<file path="config.mk">
export PLATFORM = sky130hd
export DESIGN_NAME = cfu_top
export DESIGN_NICKNAME = d
export VERILOG_FILES = /design/src/rtl/cfu_pkg.sv /design/src/rtl/cfu_decode.sv /design/src/rtl/cfu_szp.sv /design/src/rtl/cfu_merge.sv /design/src/rtl/cfu_top.sv
export SDC_FILE = /design/constraint.sdc
export NUM_CORES = 1
export LEC_CHECK = 0
export BUFFER_PORTS_ARGS = -buffer_cell sky130_fd_sc_hd__buf_2
export CAP_MARGIN = 15
export CORE_MARGIN = 10
export CORE_UTILIZATION = 30
export DETAILED_ROUTE_END_ITERATION = 8
export SETUP_SLACK_MARGIN = 0.15
export SYNTH_ARGS = -nofsm -noshare
export SYNTH_HDL_FRONTEND = slang
export SYNTH_HIERARCHICAL = 1
export SYNTH_SLANG_ARGS = --single-unit
</file>
<file path="constraint.sdc">
create_clock -name clk -period 3.5 [get_ports clk]
set_input_delay 0.35 -clock clk [delete_from_list [all_inputs] [get_ports clk]]
set_output_delay 0.35 -clock clk [all_outputs]
set_load 0.01 [all_outputs]
</file>
<file path="src/rtl/cfu_pkg.sv">
package cfu_pkg;

  localparam int F_S = 7;
  localparam int F_Z = 6;
  localparam int F_H = 4;
  localparam int F_P = 2;
  localparam int F_N = 1;
  localparam int F_C = 0;

  typedef enum logic [3:0] {
    OP_AND  = 4'd0,
    OP_OR   = 4'd1,
    OP_XOR  = 4'd2,
    OP_CPL  = 4'd3,
    OP_CCF  = 4'd4,
    OP_SCF  = 4'd5,
    OP_ROTA = 4'd6,
    OP_ROTF = 4'd7,
    OP_BIT  = 4'd8,
    OP_NIB  = 4'd9,
    OP_INC  = 4'd10,
    OP_INI  = 4'd11
  } cfu_op_e;

  typedef enum logic [1:0] {
    HS_ZERO = 2'd0,
    HS_ONE  = 2'd1,
    HS_OLDC = 2'd2
  } h_sel_e;

  typedef enum logic [1:0] {
    CS_ZERO  = 2'd0,
    CS_ONE   = 2'd1,
    CS_INV   = 2'd2,
    CS_SHIFT = 2'd3
  } c_sel_e;

  typedef struct packed {
    logic [7:0] mask;
    h_sel_e     h_sel;
    logic       n_val;
    c_sel_e     c_sel;
    logic       z_from_bit;
  } cfu_ctrl_s;

  localparam logic [7:0] M_SZP = 8'(1 << F_S) | 8'(1 << F_Z) | 8'(1 << F_P);
  localparam logic [7:0] M_HN  = 8'(1 << F_H) | 8'(1 << F_N);
  localparam logic [7:0] M_C   = 8'(1 << F_C);

endpackage

</file>
<file path="src/rtl/cfu_decode.sv">
module cfu_decode
  import cfu_pkg::*;
(
  input  logic [3:0] op_code,
  output cfu_ctrl_s  ctrl
);

  always_comb begin
    ctrl.mask       = 8'h00;
    ctrl.h_sel      = HS_ZERO;
    ctrl.n_val      = 1'b0;
    ctrl.c_sel      = CS_ZERO;
    ctrl.z_from_bit = 1'b0;
    case (op_code)
      OP_AND: begin
        ctrl.mask  = M_SZP | M_HN | M_C;
        ctrl.h_sel = HS_ONE;
      end
      OP_OR, OP_XOR: begin
        ctrl.mask = M_SZP | M_HN | M_C;
      end
      OP_CPL: begin
        ctrl.mask  = M_HN;
        ctrl.h_sel = HS_ONE;
        ctrl.n_val = 1'b1;
      end
      OP_CCF: begin
        ctrl.mask  = M_HN | M_C;
        ctrl.h_sel = HS_OLDC;
        ctrl.c_sel = CS_INV;
      end
      OP_SCF: begin
        ctrl.mask  = M_HN | M_C;
        ctrl.c_sel = CS_ONE;
      end
      OP_ROTA: begin
        ctrl.mask  = M_HN | M_C;
        ctrl.c_sel = CS_SHIFT;
      end
      OP_ROTF: begin
        ctrl.mask  = M_SZP | M_HN | M_C;
        ctrl.c_sel = CS_SHIFT;
      end
      OP_BIT: begin
        ctrl.mask       = 8'(1 << F_Z) | 8'(1 << F_P) | M_HN;
        ctrl.h_sel      = HS_ONE;
        ctrl.z_from_bit = 1'b1;
      end
      OP_NIB, OP_INC: begin
        ctrl.mask = M_SZP | M_HN;
      end
      default: begin
        ctrl.mask = 8'h00;
      end
    endcase
  end

endmodule

</file>
<file path="src/rtl/cfu_szp.sv">
module cfu_szp #(
  parameter int DATA_W = 8,
  parameter int IDX_W  = 3
) (
  input  logic [DATA_W-1:0] data,
  input  logic [IDX_W-1:0]  idx,
  output logic              sign,
  output logic              zero,
  output logic              par_even,
  output logic              bit_clear
);

  always_comb begin
    sign      = data[DATA_W-1];
    zero      = (data == '0);
    par_even  = ~(^data);
    bit_clear = ~data[idx];
  end

endmodule

</file>
<file path="src/rtl/cfu_merge.sv">
module cfu_merge
  import cfu_pkg::*;
(
  input  cfu_ctrl_s  ctrl,
  input  logic [7:0] old_flags,
  input  logic       sign,
  input  logic       zero,
  input  logic       par_even,
  input  logic       bit_clear,
  input  logic       shift_bit,
  output logic [7:0] next_flags
);

  logic [7:0] val;

  always_comb begin
    val        = 8'h00;
    val[F_S]   = sign;
    val[F_Z]   = ctrl.z_from_bit ? bit_clear : zero;
    val[F_P]   = ctrl.z_from_bit ? bit_clear : par_even;
    val[F_N]   = ctrl.n_val;
    case (ctrl.h_sel)
      HS_ONE:  val[F_H] = 1'b1;
      HS_OLDC: val[F_H] = old_flags[F_C];
      default: val[F_H] = 1'b0;
    endcase
    case (ctrl.c_sel)
      CS_ONE:   val[F_C] = 1'b1;
      CS_INV:   val[F_C] = ~old_flags[F_C];
      CS_SHIFT: val[F_C] = shift_bit;
      default:  val[F_C] = 1'b0;
    endcase
    next_flags = (old_flags & ~ctrl.mask) | (val & ctrl.mask);
  end

endmodule

</file>
<file path="src/rtl/cfu_top.sv">
module cfu_top
  import cfu_pkg::*;
#(
  parameter int  DATA_W = 8,
  localparam int IDX_W  = (DATA_W > 1) ? $clog2(DATA_W) : 1
) (
  input  logic              clk,
  input  logic              rst,
  input  logic              op_valid,
  input  logic [3:0]        op_code,
  input  logic [DATA_W-1:0] operand,
  input  logic              shift_bit,
  input  logic [IDX_W-1:0]  bit_idx,
  output logic [7:0]        flags_o,
  output logic [7:0]        wmask_o
);

  cfu_ctrl_s  ctrl;
  logic       sign, zero, par_even, bit_clear;
  logic [7:0] next_flags;

  cfu_decode u_dec (
    .op_code (op_code),
    .ctrl    (ctrl)
  );

  cfu_szp #(.DATA_W(DATA_W), .IDX_W(IDX_W)) u_szp (
    .data      (operand),
    .idx       (bit_idx),
    .sign      (sign),
    .zero      (zero),
    .par_even  (par_even),
    .bit_clear (bit_clear)
  );

  cfu_merge u_mrg (
    .ctrl       (ctrl),
    .old_flags  (flags_o),
    .sign       (sign),
    .zero       (zero),
    .par_even   (par_even),
    .bit_clear  (bit_clear),
    .shift_bit  (shift_bit),
    .next_flags (next_flags)
  );

  always_ff @(posedge clk) begin
    if (rst) begin
      flags_o <= 8'h00;
      wmask_o <= 8'h00;
    end else if (op_valid) begin
      flags_o <= next_flags;
      wmask_o <= ctrl.mask;
    end else begin
      wmask_o <= 8'h00;
    end
  end

endmodule

</file>
* After elaboration in Yosys (flattened, before gate mapping) *
Index checks and enable logic that the tools add are counted.

word-level totals
  input bits = 19
  register bits = 16
  output and inout bits = 16
  word-level logic and storage cells = 46
  bits in writable memories = 0
  memory bits (read-only) = 0
  latch bits = 0
  memories = 0

cells by class
  multiplexer cells = 11
  divide/modulo/power cells = 0
  add/sub/neg operators = 0
  reductions and logical operators = 9
  $mul = 0
  shift-type cells = 0
  order comparisons = 1
  bitwise gates (word level) = 8
  eq/ne operators = 15

operators with widths
  kind                                                                           number
  8-bit case mux with 5 select lines                                             1
  8-bit bitwise AND                                                              2
  4-bit by 3-bit == test with 1-bit output (second input constant)               4
  4-bit == test (second input constant)                                          3
  4-bit by 2-bit == test with 1-bit output (second input constant)               2
  8-bit logical NOT                                                              1
  8-bit inverter                                                                 1
  8-bit OR                                                                       1
  8-bit parity                                                                   1
  2-bit == test (second input constant)                                          3
  2-bit case mux with 3 select lines                                             1
  2-bit OR reduction                                                             3
  3-bit OR reduction                                                             2
  1-bit 2-to-1 mux                                                               5
  2-bit by 1-bit == test with 1-bit output (second input constant)               2
  4-bit by 1-bit == test with 1-bit output (second input constant)               1
  4-bit logical NOT                                                              1
  3-bit by 4-bit less-than comparator with 1-bit output (second input constant)  1
  1-bit inverter                                                                 4
  2-bit case mux with 2 select lines                                             1
  4-bit OR reduction                                                             1
  1-bit binary-select mux with 3-bit select                                      1
  1-bit case mux with 3 select lines                                             1
  1-bit case mux with 2 select lines                                             1

* Depth between registers and ports, before layout *
Gate-level depths: netlist (run 1).

  depth after elaboration = 7
  depth in mapped cells = 9
  gate-level depth less buffers = 9

* By module *
Netlist (run 1), hierarchy kept.

by module, submodules not included
  module      times used  area each (um^2)  seq. area each (um^2)  cells each
  cfu_top     1           510.5             320.3                  43
  cfu_szp     1           185.2             0.0                    20
  cfu_decode  1           163.9             0.0                    27
  cfu_merge   1           162.7             0.0                    22

* Worst setup path after synthesis (run 1) *
OpenSTA, ideal clock, no wires.

  path kind = in2reg
  from = in op_code[2]
  to = reg flags_o[0]
  slack = 1.938 ns
  arrival = 1.444 ns
  buffers on the path = 1
  stages = 7
  required time = 3.382 ns
  setup time = 0.118 ns
  path through = buf_2 > nand2b_1 > nor2b_1 > and4bb_1 > a311o_1 > mux2i_1 > nor2_1

RTL lines
  item                  RTL line       RTL
  from (decl)           cfu_top.sv:10  input logic [3:0] op_code,
  to (signal assigned)  cfu_top.sv:52  flags_o <= next_flags;
  to (decl)             cfu_top.sv:14  output logic [7:0] flags_o,

==> results_dict.tcl, run 1 <==
set metrics [dict create \
    grt_pass1_wl_um 3630 \
    pre_cts_ws_ns 1.69 \
    wirelength_um 2180 \
    cts_htree_levels 1 \
    period_share 0.434 \
    initial_core_util 0.309 \
    syn-cell-area_um2 1020 \
    setup_tns_ns 0 \
    ys_top_cells_by_area "dfxtp_1 (31%), mux2i_1 (12%), ha_1 (7.3%)" \
    row_count 21 \
    multiInputGateArea_um2 598 \
    worstHoldStart "rst" \
    rsz0062_at_grt "no" \
    drt_pass1_iterations 3 \
    place.gp.congestion 0.747 \
    slew_viol_final 0 \
    cap_violations 0 \
    antenna_found_initial 0 \
    holdPathStages 2 \
    p_leak_nw 0.632 \
    path_cells "buf_2, or2_4, o21a_1, nor2_2, inv_1, ha_1, nand2b_1, o22ai_1, mux2i_1, nor2_1" \
    final_common_cell "buf_2" \
    postCtsSetupRepairBufs 0 \
    tritoncts "built" \
    synth_area_per_cell_um2 9.13 \
    port-buffer-count 34 \
    drive_gt1_frac 0.315 \
    ioPinCount 35 \
    die_x_um 78.4 \
    ys_seq_area_frac 0.313 \
    synth_seq_cells 16 \
    ctsResizeCount 0 \
    worst_ep_arrival_time_ns 1.74 \
    synth.distinct_cells 30 \
    grt_use_total 0.0710 \
    drt_iter0_drc 28 \
    cts-buffers-inserted 3 \
    ir_worst_vdd_v 0.000138 \
    min_to "flags_o[7]" \
    place_area_um2 1190 \
    core_area_um2 3310 \
    cp_max_fo 5 \
    final_cell_mix "buf_2 (34), dfxtp_1 (16), nor2_1 (14), inv_1 (13), mux2i_1 (12)" \
    register_area_um2 320 \
    cts.sinks 16 \
    worst_setup_path_end_kind "flip-flop" \
    critPathRequiredTime_ns 3.72 \
    fin_util 0.372 \
    path_class "input pin to flip-flop" \
    final_nets 169 \
    final_antenna_net_count 0 \
    clk_latency_ns 0.28 \
    finClkSkew_ns 0.0000718 \
    status "finished clean" \
    num-fill-cells 366 \
    r2r_start "flags_o[0]" \
    num_antenna_cells 0 \
    setup_slack_ns 1.98 \
    clock_path_buffers 2 \
    setup_viol 0 \
    cts_hold_buf 0 \
    cts_root_buf "clkbuf_4" \
    worstHoldPathType "input pin to flip-flop" \
    power_density_nw_per_um2 327 \
    die_h_um 78.4 \
    reg2reg_to "flags_o[0]" \
    fin_area_um2 1230 \
    first_global_vias 847 \
    hpwlAfterDp_um 1930 \
    cpMaxStageDelayCell "ha_1" \
    via_count 814 \
    synth_top_area_share 0.313 \
    dieArea_um2 6140 \
    yosysWarnings 6 \
    fmax_ghz 0.659 \
    clkTransAtPathRegs_ns 0.09 \
    layout_min_cycle_time_ns 1.52 \
    grt-ovfl-total 0 \
    synth_cells 112 \
    wire_per_inst_um 11.5 \
    via_per_inst 4.31 \
    cpPeakStageDelay_ns 0.28 \
    yosys.area.top_type "dfxtp_1" \
    worstRegToRegCells 4 \
    r2r_setup_slack_ns 2.32 \
    grt_max_degree 10 \
    area_growth_pct 20.4 \
    drc 0 \
    worst_setup_path_start_kind "input pin" \
    finalHoldViolations 0 \
]
## registers in the layout, indices dropped and copies added (netlist names)
name	count
wmask_o	8
flags_o	8
## cells by family (layout without fill, tap and decap cells)
logic type | after synthesis | count (layout) | synth area share
buffers and inverters | 21 | 51 | 0.105
adder cells (fa/ha/maj) | 6 | 6 | 0.0734
AO/OA/AOI/OAI | 10 | 10 | 0.0575
XOR/XNOR | 3 | 3 | 0.0257
AND/OR/NAND/NOR | 39 | 39 | 0.230
flip-flops | 16 | 16 | 0.313
other | 1 | 2 | 0.00367
multiplexers | 16 | 16 | 0.191
## worst max-delay path, delay by kind of cell
family	cells	cell delay, ns
AO/OA/AOI/OAI	2	0.23
buffers and inverters	2	0.17
AND/OR/NAND/NOR	4	0.61
multiplexers	1	0.09
adder cells (fa/ha/maj)	1	0.28
## metal layers
metal / share of wire / wire, um / track usage
met1: 0.41 / 895 / 0.0749
met2: 0.50 / 1090 / 0.123
met3: 0.078 / 170 / 0.0364
met4: 0.0096 / 21 / 0.0161
met5: 0 / 0 / 0
## per-stage QoR
stage / hold slack [ns] / total power, W / std cells
6_report: 0.375 / 0.000402 / 189
3_3_place_gp: 0.486 / 0.000286 / 185
3_5_place_dp: 0.505 / 0.000290 / 185
2_1_floorplan: 0.540 / 0.000264 / 113
5_1_grt: 0.373 / 0.000426 / 189
4_1_cts: 0.370 / 0.000409 / 189
## cell usage after synthesis
cell and n:
buf_4 5, inv_1 13, o22ai_1 1, ha_1 6, nand2_2 1, nor2_2 1
a21oi_1 5, and2_1 8, and2b_1 1, o21ai_1 2, or2_4 1, nor2b_1 3
nor3b_2 1, nor2b_4 1, mux2i_1 12, nor3_1 1, o21a_1 1, nor2_1 14
and4_1 1, nand2b_1 4, mux4_1 2, xnor2_1 3, mux2_2 2, and4bb_1 1
dfxtp_1 16, conb_1 1, buf_6 1, a311o_1 1, buf_2 2, nor3b_1 1
## area by class of cell
cell class                      instances  area share
Timing Repair Buffer                   34       0.138
Sequential cell                        16       0.260
Multi-Input combinational cell         76       0.486
Clock buffer                            4      0.0295
Inverter                               13      0.0396
Tap cell                               46      0.0467
## report_power, final
group / internal [W] / switching, W
Sequential: 0.000189 / 0.00000356
Clock: 0.0000633 / 0.0000553
Combinational: 0.0000454 / 0.0000456
Total: 0.000298 / 0.000104
## how the worst max path moves through the flow
stage	to	slack [ns]	cells past startpoint	startpoint
floorplan	flags_o[0]	1.94	7	op_code[2]
CTS	flags_o[4]	1.99	10	op_code[1]
detailed placement	flags_o[4]	1.69	10	op_code[1]
finish	flags_o[4]	1.98	10	op_code[1]
global placement	flags_o[4]	1.77	10	op_code[1]
global route	flags_o[4]	1.91	10	op_code[1]
Note: power is estimated with default switching activity, not from simulation.
==> inputs of run 2 (changes only) <==
==> constraint.sdc (replaced) <==
create_clock -name clk -period 1.3 [get_ports clk]
set_input_delay 0.13 -clock clk [delete_from_list [all_inputs] [get_ports clk]]
set_output_delay 0.13 -clock clk [all_outputs]
set_load 0.01 [all_outputs]
==> run 2 against run 1 <==
Net effect:
- first-iteration DRC count grew 43%
- global-route usage grew 1.1 points
- combinational power grew to 3.6 times the previous value
- clock power grew 110%
- wire length grew 17%
- critical path depth is the same
- clock skew is essentially flat
- highest routed layer unchanged
- setup slack lost 2.0 ns
- final cell count grew 11%
==> results_dict.tcl, run 2 (synthesis gave the netlist of run 1 again) <==
set metrics [dict create \
    wirelength_um 2560 \
    path_class "input pin to flip-flop" \
    clk_latency_ns 0.27 \
    finalHoldViolations 0 \
    cts-buffers-inserted 3 \
    ir_worst_vdd_v 0.000472 \
    ioPinCount 35 \
    power_density_nw_per_um2 761 \
    cts.sinks 16 \
    seqPwrFrac 0.475 \
    grt_pass1_wl_um 4180 \
    worst_ep_arrival_time_ns 1.50 \
    worst_setup_path_start_kind "input pin" \
    final_common_cell "buf_2" \
    reg_top3 "flags_o: 8 flops, wmask_o: 8 flops" \
    cpMaxStageDelayCell "ha_1" \
    row_count 21 \
    wire_per_inst_um 12.2 \
    layout_min_cycle_time_ns 1.28 \
    cts_htree_levels 1 \
    p_int_w 0.000798 \
    clock_path_buffers 2 \
    p_leak_nw 0.744 \
    top_layer "met4" \
    drive_gt1_frac 0.454 \
    drt_pass1_iterations 4 \
    critPathRequiredTime_ns 1.51 \
    clkTransAtPathRegs_ns 0.09 \
    holdWs_ns 0.151 \
    setup_tns_ns 0 \
    p_comb_frac 0.303 \
    worstHoldPathType "input pin to flip-flop" \
    grt_max_degree 10 \
    port-buffer-count 34 \
    place_area_um2 1330 \
    final_nets 190 \
    worstRegToRegCells 4 \
    die_x_um 78.4 \
    cpPeakStageDelay_ns 0.26 \
    period_share 0.986 \
    tritoncts "built" \
    area_growth_pct 40.4 \
    core_area_um2 3310 \
    die_h_um 78.4 \
    r2r_start "flags_o[0]" \
    fmax_ghz 0.780 \
    r2r_setup_slack_ns 0.15 \
    grt-ovfl-total 0 \
    sw_frac_of_total 0.270 \
    initial_core_util 0.309 \
    dr_wl_met3_um 215 \
    power.share.clock 0.223 \
    reg2reg_to "flags_o[0]" \
    path_cells "buf_8, or2_4, o21a_1, nor2_2, inv_1, ha_1, nand2b_1, o22ai_1, mux2i_1, nor2_1" \
    grt_use_total 0.0819 \
    worst_setup_path_end_kind "flip-flop" \
    cts_root_buf "clkbuf_4" \
    min_to "flags_o[2]" \
    status "finished clean" \
    place.gp.congestion 0.717 \
    cp_max_fo 4 \
    hpwlAfterDp_um 2090 \
    drt_iter0_drc 40 \
    final_antenna_net_count 0 \
    via_per_inst 4.43 \
    met1Wirelength_um 976 \
    rsz0062_at_grt "yes" \
    final_cell_mix "buf_2 (32), buf_4 (21), dfxtp_1 (15), nor2_1 (14), inv_1 (13)" \
    pre_cts_ws_ns -0.253 \
    setup_slack_ns 0.0182 \
    fin_area_um2 1440 \
    antenna_found_initial 0 \
    setup_viol 0 \
    via_count 925 \
    num_antenna_cells 0 \
    worstHoldStart "rst" \
    drc 0 \
    route.met2.wl_um 1330 \
    first_global_vias 994 \
    p_sw_w 0.000295 \
    num-fill-cells 340 \
    slew_viol_final 0 \
    finClkSkew_ns 0.0000675 \
    cap_violations 0 \
    holdPathStages 2 \
    dieArea_um2 6140 \
]
run 2: worst max-delay path: cells and delay by family:
kind	cells	cell delay [ns]
adders and majority gates	1	0.26
muxes	1	0.10
buffers and inverters	2	0.16
and+or+nand+nor	4	0.60
AOI/OAI and AO/OA	2	0.24
run 2: power groups by stage:
stage               clock network (W)  registers, W  logic [W]
detailed placement                  0      0.000531   0.000300
CTS                          0.000256      0.000519   0.000309
finish                       0.000244      0.000519   0.000331
global placement                    0      0.000529   0.000287
global route                 0.000272      0.000521   0.000369
floorplan                           0      0.000540   0.000178
run 2: repair_timing:
item	CTS	global route
pin swaps	2	12
buffers inserted	1	3
gates resized for setup	4	9
setup endpoints to repair	5	6
hold buffers	0	0
run 2: area by class of cell:
cell class	instances	area [um^2]	share of cell area
Sequential cell	16	322	0.224
Clock buffer	3	22.5	0.0157
Inverter	13	48.8	0.0340
Tap cell	46	57.6	0.0401
Timing Repair Buffer	55	344	0.240
Multi-Input combinational cell	76	641	0.446
run 2: through the flow:
step	util	instances	power [W]
2_1_floorplan	-	113	0.000718
3_3_place_gp	0.401	202	0.000816
5_1_grt	0.433	209	0.00116
3_5_place_dp	0.401	202	0.000830
6_report	0.433	209	0.00109
4_1_cts	0.415	206	0.00108
run 2: worst max path at each step:
stage	from	endpoint	slack, ns	cells after the start
after global routing	op_code[0]	flags_o[4]	-0.07	10
after global placement	op_code[1]	flags_o[4]	-0.18	10
after detailed placement	op_code[1]	flags_o[4]	-0.25	10
after CTS	op_code[1]	flags_o[4]	0.04	10
after floorplan	op_code[1]	flags_o[4]	-0.02	9
final	op_code[0]	flags_o[4]	0.02	10
run 2: per-layer routing:
metal  GRT usage  vias up
met5           0        -
met1      0.0806      424
li1            -      464
met3      0.0410        4
met4      0.0161        0
met2       0.151       33
==> inputs of run 3 (changes only) <==
==> constraint.sdc (replaced) <==
create_clock -name clk -period 1.4 [get_ports clk]
set_input_delay 0.14 -clock clk [delete_from_list [all_inputs] [get_ports clk]]
set_output_delay 0.14 -clock clk [all_outputs]
set_load 0.01 [all_outputs]
==> run 3 against run 2 <==
Net effect:
- die area stayed put
- final area is 3.7% lower
- clock power is 25% higher
- highest routed layer unchanged
==> results_dict.tcl, run 3 (synthesis gave the netlist of run 1 again) <==
set metrics [dict create \
    finalHoldViolations 0 \
    wire_per_inst_um 12.1 \
    hpwlAfterDp_um 2000 \
    area_growth_pct 35.3 \
    drt_pass1_iterations 4 \
    reg_top3 "flags_o: 8 flops, wmask_o: 8 flops" \
    report.power.total_w 0.00106 \
    r2r_setup_slack_ns 0.27 \
    place_area_um2 1280 \
    grt_max_degree 10 \
    cts-buffers-inserted 3 \
    drt_iter0_drc 36 \
    fin_area_um2 1380 \
    crit_path_start "op_code[0]" \
    initial_core_util 0.309 \
    ir_worst_vdd_v 0.000287 \
    r2r_start "flags_o[0]" \
    path_class "input pin to flip-flop" \
    p_leak_nw 0.716 \
    num-fill-cells 357 \
    place.gp.congestion 0.800 \
    cts_htree_levels 1 \
    via_count 877 \
    worstHoldPathType "input pin to flip-flop" \
    gr-usage-met1 0.0763 \
    port-buffer-count 34 \
    dieArea_um2 6140 \
    clock_path_buffers 2 \
    setup_viol 0 \
    holdPathStages 2 \
    antenna_found_initial 0 \
    holdWs_ns 0.160 \
    cp_max_fo 4 \
    finClkSkew_ns 0.00122 \
    reg2reg_to "flags_o[0]" \
    min_to "flags_o[2]" \
    cts_hold_buf 0 \
    die_x_um 78.4 \
    clkTransAtPathRegs_ns 0.10 \
    drive_gt1_frac 0.427 \
    final_antenna_net_count 0 \
    fmax_ghz 0.817 \
    rsz0062_at_grt "yes" \
    core_area_um2 3310 \
    layout_min_cycle_time_ns 1.22 \
    ioPinCount 35 \
    worst_ep_arrival_time_ns 1.40 \
    grt_use_total 0.0750 \
    final_cell_mix "buf_2 (32), dfxtp_1 (15), buf_4 (14), nor2_1 (13), inv_1 (13)" \
    grt.met2_usage 0.130 \
    worstHoldStart "rst" \
    worst_setup_path_end_kind "flip-flop" \
    worstRegToRegCells 4 \
    die_h_um 78.4 \
    grt_busiest_layer "met2" \
    worst_setup_path_start_kind "input pin" \
    period_share 0.875 \
    cts_root_buf "clkbuf_4" \
    slew_viol_final 0 \
    final_common_cell "buf_2" \
    wirelength_um 2460 \
    grt_pass1_wl_um 3820 \
    critPathRequiredTime_ns 1.58 \
    cts.sinks 16 \
    cap_violations 0 \
    clk_latency_ns 0.28 \
    row_count 21 \
    status "finished clean" \
    via_per_inst 4.32 \
    drc 0 \
    power_density_nw_per_um2 770 \
    grt-ovfl-total 0 \
    first_global_vias 901 \
    num_antenna_cells 0 \
    final_nets 183 \
    tritoncts "built" \
    met3_usage 0.0285 \
]
==> run 3: changes by cell type in the layout (fill, tap and decap cells not counted), sizes merged <==
cell,previous run,this run
buf,55,48
clkbuf,3,4
==> run 3: timing repair <==
action | 4_1_cts | 5_1_grt
pin swaps | 5 | 6
buffers inserted | 3 | 0
gates resized for setup | 7 | 7
setup endpoints to repair | 1 | 4
gates cloned | 0 | 0
==> run 3: critical path, stage by stage <==
cell	delay [ns]
buf_8	0.10
or2_4	0.26
o21a_1	0.12
nor2_2	0.09
inv_1	0.06
ha_1	0.27
nand2b_4	0.11
o22ai_2	0.05
mux2i_1	0.15
nor2_1	0.06
==> run 3: how the worst max path moves through the flow <==
stage                       endpoint  slack, ns  cells past startpoint
final                     flags_o[4]       0.18                     10
after detailed placement  flags_o[4]      -0.18                     10
after floorplan           flags_o[4]       0.07                      9
after global routing      flags_o[4]       0.13                     10
after CTS                 flags_o[4]       0.15                     10
after global placement    flags_o[4]      -0.10                     10
==> run 3: final cells by class <==
class / count / area (um^2) / area share
Sequential cell: 16 / 324 / 0.234
Inverter: 13 / 48.8 / 0.0353
Tap cell: 46 / 57.6 / 0.0416
Multi-Input combinational cell: 76 / 624 / 0.452
Clock buffer: 4 / 36.3 / 0.0262
Timing Repair Buffer: 48 / 292 / 0.211
==> run 3: power by group <==
group / internal, W / switching [W]
Combinational: 0.000151 / 0.000127
Clock: 0.000158 / 0.000148
Sequential: 0.000472 / 0.00000841
==> run 3: metrics by stage <==
step	TNS, ns	setup slack, ns	util	std cells
floorplan	0	0.0712	-	113
global placement	-0.206	-0.103	0.388	196
finish	0	0.176	0.418	203
detailed placement	-0.326	-0.181	0.388	196
global route	0	0.125	0.418	203
CTS	0	0.152	0.415	203
==> run 3: routing by layer <==
metal | wire [um] | vias up
li1 | - | 452
met1 | 1030 | 399
met2 | 1210 | 24
met3 | 190 | 2
met4 | 29 | 0
met5 | 0 | -
